### config.mk
export PLATFORM = sky130hd
export DESIGN_NAME = burst_rd_engine
export DESIGN_NICKNAME = d
export VERILOG_FILES = /design/src/rtl/burst_rd_pkg.sv /design/src/rtl/burst_rd_fsm.sv /design/src/rtl/burst_rd_cursor.sv /design/src/rtl/burst_rd_outstage.sv /design/src/rtl/burst_rd_engine.sv
export SDC_FILE = /design/constraint.sdc
export NUM_CORES = 1
export LEC_CHECK = 0
export BUFFER_PORTS_ARGS = -buffer_cell sky130_fd_sc_hd__buf_2
export CORE_MARGIN = 3
export CORE_UTILIZATION = 40
export DETAILED_ROUTE_END_ITERATION = 8
export PLACE_DENSITY = 0.66
export SLEW_MARGIN = 10
export SYNTH_ARGS = -nofsm -noshare
export SYNTH_HDL_FRONTEND = slang
export SYNTH_SLANG_ARGS = --single-unit
### constraint.sdc
create_clock -name clk -period 2.3 [get_ports clk]
set_input_delay 0.345 -clock clk [delete_from_list [all_inputs] [get_ports clk]]
set_output_delay 0.345 -clock clk [all_outputs]
set_load 0.05 [all_outputs]
### src/rtl/burst_rd_pkg.sv
package burst_rd_pkg;
    typedef enum logic [0:0] {
        ST_IDLE = 1'b0,
        ST_READ = 1'b1
    } rd_state_e;
endpackage

### src/rtl/burst_rd_fsm.sv
module burst_rd_fsm
    import burst_rd_pkg::*;
(
    input  logic      clk,
    input  logic      rst_n,
    input  logic      cmd_empty,
    input  logic      len_zero,
    input  logic      issue,
    input  logic      last_beat,
    output rd_state_e state,
    output logic      cmd_pop
);
    rd_state_e state_nx;

    always_ff @(posedge clk or negedge rst_n) begin
        if (!rst_n) state <= ST_IDLE;
        else        state <= state_nx;
    end

    always_comb begin
        state_nx = state;
        unique case (state)
            ST_IDLE: if (!cmd_empty && !len_zero) state_nx = ST_READ;  // take
            ST_READ: if (issue && last_beat)      state_nx = ST_IDLE;  // finish
            default:                              state_nx = ST_IDLE;
        endcase
    end

    always_comb begin
        cmd_pop = (state == ST_IDLE) && !cmd_empty;
    end

    AST_ZERO_LEN_STAYS: assert property (@(posedge clk) disable iff (!rst_n)
        (cmd_pop && len_zero) |=> (state == ST_IDLE));
    AST_POP_ENTERS_READ: assert property (@(posedge clk) disable iff (!rst_n)
        (cmd_pop && !len_zero) |=> (state == ST_READ));
    AST_NO_POP_BUSY: assert property (@(posedge clk) disable iff (!rst_n)
        (issue && !last_beat) |=> !cmd_pop);
endmodule

### src/rtl/burst_rd_cursor.sv
module burst_rd_cursor #(
    parameter int ADDR_W = 8,
    parameter int CNT_W  = 9
) (
    input  logic              clk,
    input  logic              rst_n,
    input  logic              load,
    input  logic [ADDR_W-1:0] cmd_addr,
    input  logic [CNT_W-1:0]  cmd_len,
    input  logic              issue,
    output logic [ADDR_W-1:0] ram_addr,
    output logic              last_beat
);
    localparam logic [CNT_W-1:0] ONE = CNT_W'(1);

    logic [ADDR_W-1:0] base_q;
    logic [CNT_W-1:0]  len_q;
    logic [CNT_W-1:0]  offs_q;

    always_ff @(posedge clk or negedge rst_n) begin
        if (!rst_n) begin
            base_q <= '0;
            len_q  <= '0;
            offs_q <= '0;
        end else if (load) begin
            base_q <= cmd_addr;
            len_q  <= cmd_len;
            offs_q <= '0;
        end else if (issue) begin
            offs_q <= offs_q + ONE;
        end
    end

    always_comb begin
        ram_addr  = base_q + ADDR_W'(offs_q);
        last_beat = ((offs_q + ONE) == len_q);
    end

    AST_ADDR_STEP: assert property (@(posedge clk) disable iff (!rst_n)
        (issue && $past(issue)) |-> (ram_addr == $past(ram_addr) + ADDR_W'(1)));
    AST_OFFS_CLEARED: assert property (@(posedge clk) disable iff (!rst_n)
        load |=> (offs_q == '0));
    AST_BURST_BOUND: assert property (@(posedge clk) disable iff (!rst_n)
        issue |-> (offs_q < len_q));
endmodule

### src/rtl/burst_rd_outstage.sv
module burst_rd_outstage #(
    parameter int DATA_W = 64
) (
    input  logic              clk,
    input  logic              rst_n,
    input  logic              issue,
    input  logic              out_full,
    input  logic [DATA_W-1:0] ram_rdata,
    output logic              hold_vld,
    output logic              out_push,
    output logic [DATA_W-1:0] out_data
);
    logic              pend_q;
    logic [DATA_W-1:0] hold_q;

    always_ff @(posedge clk or negedge rst_n) begin
        if (!rst_n) begin
            pend_q   <= 1'b0;
            hold_vld <= 1'b0;
            hold_q   <= '0;
        end else begin
            pend_q <= issue;
            if (pend_q && out_full) begin
                hold_vld <= 1'b1;
                hold_q   <= ram_rdata;
            end else if (hold_vld && !out_full) begin
                hold_vld <= 1'b0;
            end
        end
    end

    always_comb begin
        out_push = (pend_q || hold_vld) && !out_full;
        out_data = hold_vld ? hold_q : ram_rdata;
    end

    AST_NO_PUSH_WHEN_FULL: assert property (@(posedge clk) disable iff (!rst_n)
        out_full |-> !out_push);
    AST_PUSH_FOLLOWS_ISSUE: assert property (@(posedge clk) disable iff (!rst_n)
        ($past(issue) && !out_full) |-> out_push);
    AST_HELD_STABLE: assert property (@(posedge clk) disable iff (!rst_n)
        (hold_vld && out_full) |=> (hold_vld && $stable(out_data)));
endmodule

### src/rtl/burst_rd_engine.sv
module burst_rd_engine
    import burst_rd_pkg::*;
#(
    parameter int DATA_W = 64,
    parameter int ADDR_W = 8,
    parameter int CNT_W  = 9
) (
    input  logic              clk,
    input  logic              rst_n,
    input  logic              cmd_empty,
    output logic              cmd_pop,
    input  logic [ADDR_W-1:0] cmd_addr,
    input  logic [CNT_W-1:0]  cmd_len,
    output logic              ram_re,
    output logic [ADDR_W-1:0] ram_addr,
    input  logic [DATA_W-1:0] ram_rdata,
    input  logic              out_full,
    output logic              out_push,
    output logic [DATA_W-1:0] out_data
);
    rd_state_e state;
    logic      len_zero;
    logic      last_beat;
    logic      hold_vld;
    logic      issue;

    always_comb begin
        len_zero = (cmd_len == '0);
        issue    = (state == ST_READ) && !out_full && !hold_vld;
        ram_re   = issue;
    end

    burst_rd_fsm u_fsm (
        .clk       (clk),
        .rst_n     (rst_n),
        .cmd_empty (cmd_empty),
        .len_zero  (len_zero),
        .issue     (issue),
        .last_beat (last_beat),
        .state     (state),
        .cmd_pop   (cmd_pop)
    );

    burst_rd_cursor #(.ADDR_W(ADDR_W), .CNT_W(CNT_W)) u_cursor (
        .clk       (clk),
        .rst_n     (rst_n),
        .load      (cmd_pop),
        .cmd_addr  (cmd_addr),
        .cmd_len   (cmd_len),
        .issue     (issue),
        .ram_addr  (ram_addr),
        .last_beat (last_beat)
    );

    burst_rd_outstage #(.DATA_W(DATA_W)) u_out (
        .clk       (clk),
        .rst_n     (rst_n),
        .issue     (issue),
        .out_full  (out_full),
        .ram_rdata (ram_rdata),
        .hold_vld  (hold_vld),
        .out_push  (out_push),
        .out_data  (out_data)
    );

    AST_NO_READ_WHEN_FULL: assert property (@(posedge clk) disable iff (!rst_n)
        out_full |-> !ram_re);
    AST_FIRST_READ_AFTER_TAKE: assert property (@(posedge clk) disable iff (!rst_n)
        (cmd_pop && !len_zero && !out_full) |=> (out_full || ram_re));
endmodule

==> metrics.csv, run 1 <==
stage,metric,value,unit
timing,period_share,1.072,
outcome,outcome,"finished, violations left",
floorplan,dieWidth,115.5,um
worst_hold_path,hold_end,u_cursor.base_q[1],
layout,n_fill_cell,993,
setup_path,critPathCaptureType,primary output,
clocking,clk-insertion-delay-late,0.34,ns
clocking,cts.sinks,93,
clocking,clkTransAtPathRegs,0.06,ns
yosys,yosysWarnings,0,
timing,rsz0062_at_grt,yes,
setup_path,r2r-end,u_fsm.state,
yosys,mappedNetlistArea,0.004798,mm2
setup_path,worstPathRequired,1.96,ns
clocking,cts_buffer_depth,2,
clocking,cts_inserted_buffers,9,
worst_hold_path,min_path_cells,3,
global_routing,grt_overflow,0,
yosys,synthFlopType,dfrtp_1,
setup_path,ff2ff_setup_slack,0.26,ns
pwr,power.leakage,2.893,nW
timing,setup_viol,3,
yosys,synth_top_area_cell,dfrtp_1,
timing,min_period,2.465,ns
yosys,synthTopCellsByArea,"dfrtp_1 49%, mux2_2 34%, xnor2_1 2.4%",
global_routing,track_usage,0.1587,
yosys,synth.avg_cell_area,12.97,um2
worst_hold_path,hold_path.class,input pin to register,
yosys,synth_edf_count,0,
floorplan,die-area,0.01335,mm2
detailed_routing,vias_per_cell,5.097,
clocking,cts_root_buffer,clkbuf_16,
setup_path,worstSetupPathType,register to primary output,
floorplan,die_h,115.5,um
global_routing,grt_pass1_wl,16.74,mm
setup_path,startpoint_type,register,
place,hpwlAfterDp,7.906,mm
yosys,synthDominantCellAreaShare,0.4850,
timing,setup_slack,-0.1654,ns
yosys,synthMostInstantiatedCell,mux2_2,
timing,clock_skew,0.003708,ns
timing,slew_violations,0,
yosys,yosys_register_bits,93,
timing,max_slew.worst_pin.slew,0.5442,ns
detailed_routing,drtIter0Drc,139,
yosys,ys_types,35,
layout,area_delta_synth_final,31.19,%
timing,setup-tns-final,-0.3473,ns
yosys,yosys-top-cells-count,"144 x mux2_2, 93 x dfrtp_1, 16 x nor2_1, 14 x buf_2",
yosys,syn_inst,370,
setup_path,cp.arrival,2.12,ns
run,drv_cap,0,
detailed_routing,vias,3527,
detailed_routing,route.detailed.wl_per_inst,15.57,um
setup_path,crit_fanout,2,
floorplan,start_util,0.4149,
detailed_routing,first_pass_iters,6,
place,port_buffers,159,
floorplan,core,0.01156,mm2
outcome,violations,setup timing,
timing,max_clock_freq,0.4056,GHz
pwr,irDropWorstVdd,0.001038,V
yosys,ys_seq_area_frac,0.4850,
global_routing,grt_pass1_vias,3503,
layout,num_antenna_cells,0,
global_routing,antenna_found_initial,0,
layout,drive_gt1_frac,0.6503,
yosys,synth_fp_nets,464,
layout,final_nets,638,
global_routing,grt_max_degree,66,
setup_path,worstReg2RegStart,u_cursor.offs_q[0],
clocking,cts_tree,yes,
detailed_routing,drc,0,
floorplan,boundaryPins,160,
timing,slew_headroom,0.6372,
layout,post-route-util,0.5443,
place,gp_congestion,0.8679,
detailed_routing,routed_wl,10.78,mm
floorplan,rows,39,
clocking,htreeDepth,3,
pwr,p_per_area,1375,mW/mm2
pwr,finalPower,8.655,mW
worst_hold_path,min_from,cmd_addr[1],
timing,hold_viol,0,
setup_path,ff2ff_path_depth,8,
yosys,synthArstFlopShare,1.000,
detailed_routing,antenna_left,0,
worst max path at each step:
stage	from	to	slack, ns	cells past startpoint
after global placement	u_cursor.offs_q[0]	ram_addr[6]	-0.06	11
after floorplan	u_cursor.offs_q[0]	ram_addr[6]	-0.05	9
final	u_cursor.offs_q[0]	ram_addr[6]	-0.17	10
after CTS	u_cursor.offs_q[1]	ram_addr[7]	-0.28	8
after detailed placement	u_cursor.offs_q[0]	ram_addr[6]	-0.10	11
after global routing	u_cursor.base_q[0]	ram_addr[6]	-0.30	10
through the flow:
step / cell area, um2 / hold WS, ns / setup WS (ns) / std cells
floorplan: 4827 / 0.04941 / -0.04523 / 370
global placement: 5898 / 0.3609 / -0.06329 / 673
detailed placement: 5898 / 0.3639 / -0.1034 / 673
CTS: 6282 / 0.2145 / -0.2751 / 692
global route: 6295 / 0.2342 / -0.3032 / 692
finish: 6295 / 0.2277 / -0.1654 / 692
metal layers:
metal  wire (um)  global-route usage  vias up
met4         378             0.08998        0
met2        5335              0.2577      106
met3         550             0.03185       28
met1        4513              0.1975     1721
li1            -                   -     1672
met5           0                   0        -
registers in the layout (all words and copies together), names as in the netlist:
name             flops
u_out.hold_q        64
u_cursor.base_q      8
u_cursor.offs_q      9
u_out.pend_q         1
u_cursor.len_q       9
u_out.hold_vld       1
u_fsm.state          1
cell usage in the layout, fill, tap and decap left out, types with 2 or more instances in the layout:
cell       instances
a21oi_1            2
a21oi_2            2
and3_1             4
buf_12             3
buf_2            153
buf_4             18
buf_6              3
clkbuf_16          9
clkbuf_8           3
dfrtp_1           92
ha_1               7
inv_1              6
mux2_2           144
nand2_1           11
nand2b_1           2
nand3_1            4
nor2_1            13
nor2_2             3
nor2b_1            2
o21ai_0           12
o31ai_1            4
o41ai_1            2
xnor2_1           11
xor2_1             7
worst max-delay path, cell delays in order, from the launching register on:
cell and delay, ns:
dfrtp_1 0.36, ha_2 0.19, inv_2 0.04, fa_2 0.34, nor2b_2 0.13, o21ai_2 0.07
a21oi_2 0.16, o21a_1 0.14, nor2_2 0.06, xnor2_4 0.13, buf_6 0.17
final cells by class:
type / instances / area [um2] / share of cell area
Multi-Input combinational cell: 253 / 2432 / 0.3864
Sequential cell: 93 / 2328 / 0.3699
Timing Repair Buffer: 179 / 1012 / 0.1608
Clock buffer: 13 / 270.3 / 0.04293
Tap cell: 143 / 178.9 / 0.02842
Clock inverter: 3 / 42.54 / 0.006758
Inverter: 8 / 30.03 / 0.004770
power breakdown:
part | internal [mW] | total [mW] | leakage, nW | switching, mW
combinational | 1.76 | 4.51 | 1.64 | 2.75
clock | 0.930 | 1.52 | 0.152 | 0.594
sequential | 2.28 | 2.62 | 1.10 | 0.335
total | 4.98 | 8.66 | 2.89 | 3.68
cells by family after synthesis:
group	after synthesis	share of synthesized area
mux	144	0.3379
flops	93	0.4850
simple gates	50	0.05372
buf+inv	24	0.02243
fa+ha+maj	9	0.02503
compound gates	30	0.03938
xor+xnor	20	0.03651
timing repair:
| action | in CTS | in global routing |
|---|---|---|
| endpoints found under the setup margin | 4 | 5 |
| hold buffers | 1 | 0 |
| endpoints found under the hold margin | 5 | 0 |
| setup buffers | 4 | 0 |
| pin swaps | 8 | 7 |
| gates resized for setup | 15 | 4 |
Note: power is estimated with default switching activity, not from simulation.
==> inputs of run 2 (changes only) <==
--- a/config.mk
+++ b/config.mk
@@ -6,6 +6,7 @@
 export NUM_CORES = 1
 export LEC_CHECK = 0
 export BUFFER_PORTS_ARGS = -buffer_cell sky130_fd_sc_hd__buf_2
+export CAP_MARGIN = 20
 export CORE_MARGIN = 3
 export CORE_UTILIZATION = 40
 export DETAILED_ROUTE_END_ITERATION = 8
==> constraint.sdc (replaced) <==
create_clock -name clk -period 3 [get_ports clk]
set_input_delay 0.6 -clock clk [delete_from_list [all_inputs] [get_ports clk]]
set_output_delay 0.6 -clock clk [all_outputs]
set_load 0.05 [all_outputs]
==> metrics.csv, run 2 (synthesis results as in run 1) <==
stage,metric,value,unit
outcome,outcome,"complete, no violations",
detailed_routing,routed_wl,10.72,mm
timing,whs,0.2891,ns
floorplan,die-area,0.01335,mm2
floorplan,boundaryPins,160,
global_routing,top_usage_layer,met2,
global_routing,track_usage,0.1603,
layout,reg_top3,"u_out.hold_q x64, u_cursor.len_q x9, u_cursor.offs_q x9",
layout,final_nets,625,
timing,min_period,2.882,ns
run,drv_cap,0,
place,gp_congestion,0.8493,
worst_hold_path,hold_path.class,input pin to asynchronous set/reset pin,
clocking,htreeDepth,3,
clocking,clk-insertion-delay-late,0.34,ns
floorplan,core,0.01156,mm2
global_routing,grt_pass1_vias,3439,
clocking,post_cts_buffers,0,
floorplan,start_util,0.4149,
global_routing,met2_usage,0.2604,
setup_path,worstSetupPathType,register to primary output,
floorplan,dieWidth,115.5,um
layout,final_cell_mix,"156 x buf_2, 144 x mux2_2, 91 x dfrtp_1",
layout,drive_gt1_frac,0.6287,
timing,setup-tns-final,0,ns
pwr,irDropWorstVdd,0.0006078,V
place,dp_cells,663,
global_routing,grt_util_met3,0.02715,
timing,clock_skew,0.006487,ns
timing,slew_headroom,0.5767,
global_routing,antenna_found_initial,0,
global_routing,grt_max_degree,65,
global_routing,grt_pass1_wl,16.93,mm
setup_path,ff2ff_path_depth,7,
detailed_routing,vias_per_cell,5.102,
clocking,cts.sinks,93,
detailed_routing,drc,0,
setup_path,worstPathRequired,2.40,ns
clocking,clkTransAtPathRegs,0.07,ns
layout,num_antenna_cells,0,
setup_path,cp.arrival,2.28,ns
setup_path,r2r-end,u_fsm.state,
layout,largest_reg_flops,64,
timing,max_slew.worst_pin.slew,0.6350,ns
global_routing,grt_overflow,0,
layout,final_common_cell,buf_2,
setup_path,startpoint,u_cursor.offs_q[1],
layout,top_register,u_out.hold_q,
clocking,cts_tree,yes,
timing,setup_viol,0,
detailed_routing,vias,3464,
detailed_routing,first_pass_iters,4,
timing,period_share,0.9606,
place,hpwlAfterDp,7.779,mm
setup_path,worstReg2RegStart,u_cursor.offs_q[1],
pwr,power.leakage,2.829,nW
floorplan,rows,39,
place,port_buffers,159,
clocking,cts_buffer_depth,2,
setup_path,cp-endpoint,ram_addr[7],
timing,slew_violations,0,
detailed_routing,antenna_left,0,
pwr,p_per_area,1064,mW/mm2
detailed_routing,route.detailed.wl_per_inst,15.78,um
clocking,cts_inserted_buffers,9,
clocking,cts_root_buffer,clkbuf_16,
setup_path,crit_fanout,7,
setup_path,ff2ff_setup_slack,0.94,ns
timing,max_clock_freq,0.3470,GHz
global_routing,met1_usage,0.2115,
setup_path,critPathCaptureType,primary output,
setup_path,startpoint_type,register,
layout,fin_cells,679,
layout,area_delta_synth_final,28.58,%
detailed_routing,drtIter0Drc,175,
floorplan,die_h,115.5,um
timing,hold_viol,0,
-- run 2: report_power, final --
part / switching (mW) / total (mW) / internal (mW)
Combinational: 1.98 / 3.17 / 1.18
Sequential: 0.303 / 2.05 / 1.75
Clock: 0.483 / 1.34 / 0.862
-- run 2: worst max-delay path: stages (launching register included) --
cell and delay (ns):
dfrtp_1 0.44, ha_1 0.32, a21o_1 0.17, a21oi_1 0.22, o22ai_1 0.16, o41ai_2 0.26
xnor2_1 0.17, buf_4 0.22
-- run 2: worst min-delay path by stage --
stage                         endpoint  slack [ns]  cells after the start
floorplan           u_cursor.base_q[0]        0.30                      0
global route          u_out.hold_q[35]        0.34                      1
global placement      u_out.hold_q[31]        0.48                      1
CTS                   u_out.hold_q[14]        0.30                      1
detailed placement     u_out.hold_q[6]        0.49                      1
finish                u_out.hold_q[15]        0.29                      1
-- run 2: final cells by class --
type	instances	area [um2]
fill	1028	5395
multi-input combinational	253	2387
sequential	93	2330
timing repair buffer	166	884.6
clock buffer	11	252.7
tap	143	178.9
clock inverter	5	106.4
inverter	8	30.03
-- run 2: timing repair --
action	4_1_cts	5_1_grt
setup endpoints to repair	2	2
hold buffers	0	0
resized for setup	3	5
pin swaps	0	1
-- run 2: through the flow --
stage | instance area [um2] | power, mW | setup WS [ns] | utilization
after global placement | 5787 | 5.150 | 0.3339 | 0.5004
after detailed placement | 5787 | 5.228 | 0.3123 | 0.5004
after global routing | 6170 | 6.940 | -0.04981 | 0.5335
after floorplan | 4806 | 4.546 | 0.3103 | -
final | 6170 | 6.564 | 0.1181 | 0.5335
after CTS | 6152 | 6.614 | 0.03475 | 0.5320
-- run 2: layer usage --
metal  vias up  part of all wire
met3        18             0.053
met5         -                 0
met4         0             0.024
met1      1690              0.43
met2       101              0.50
li1       1655                 -
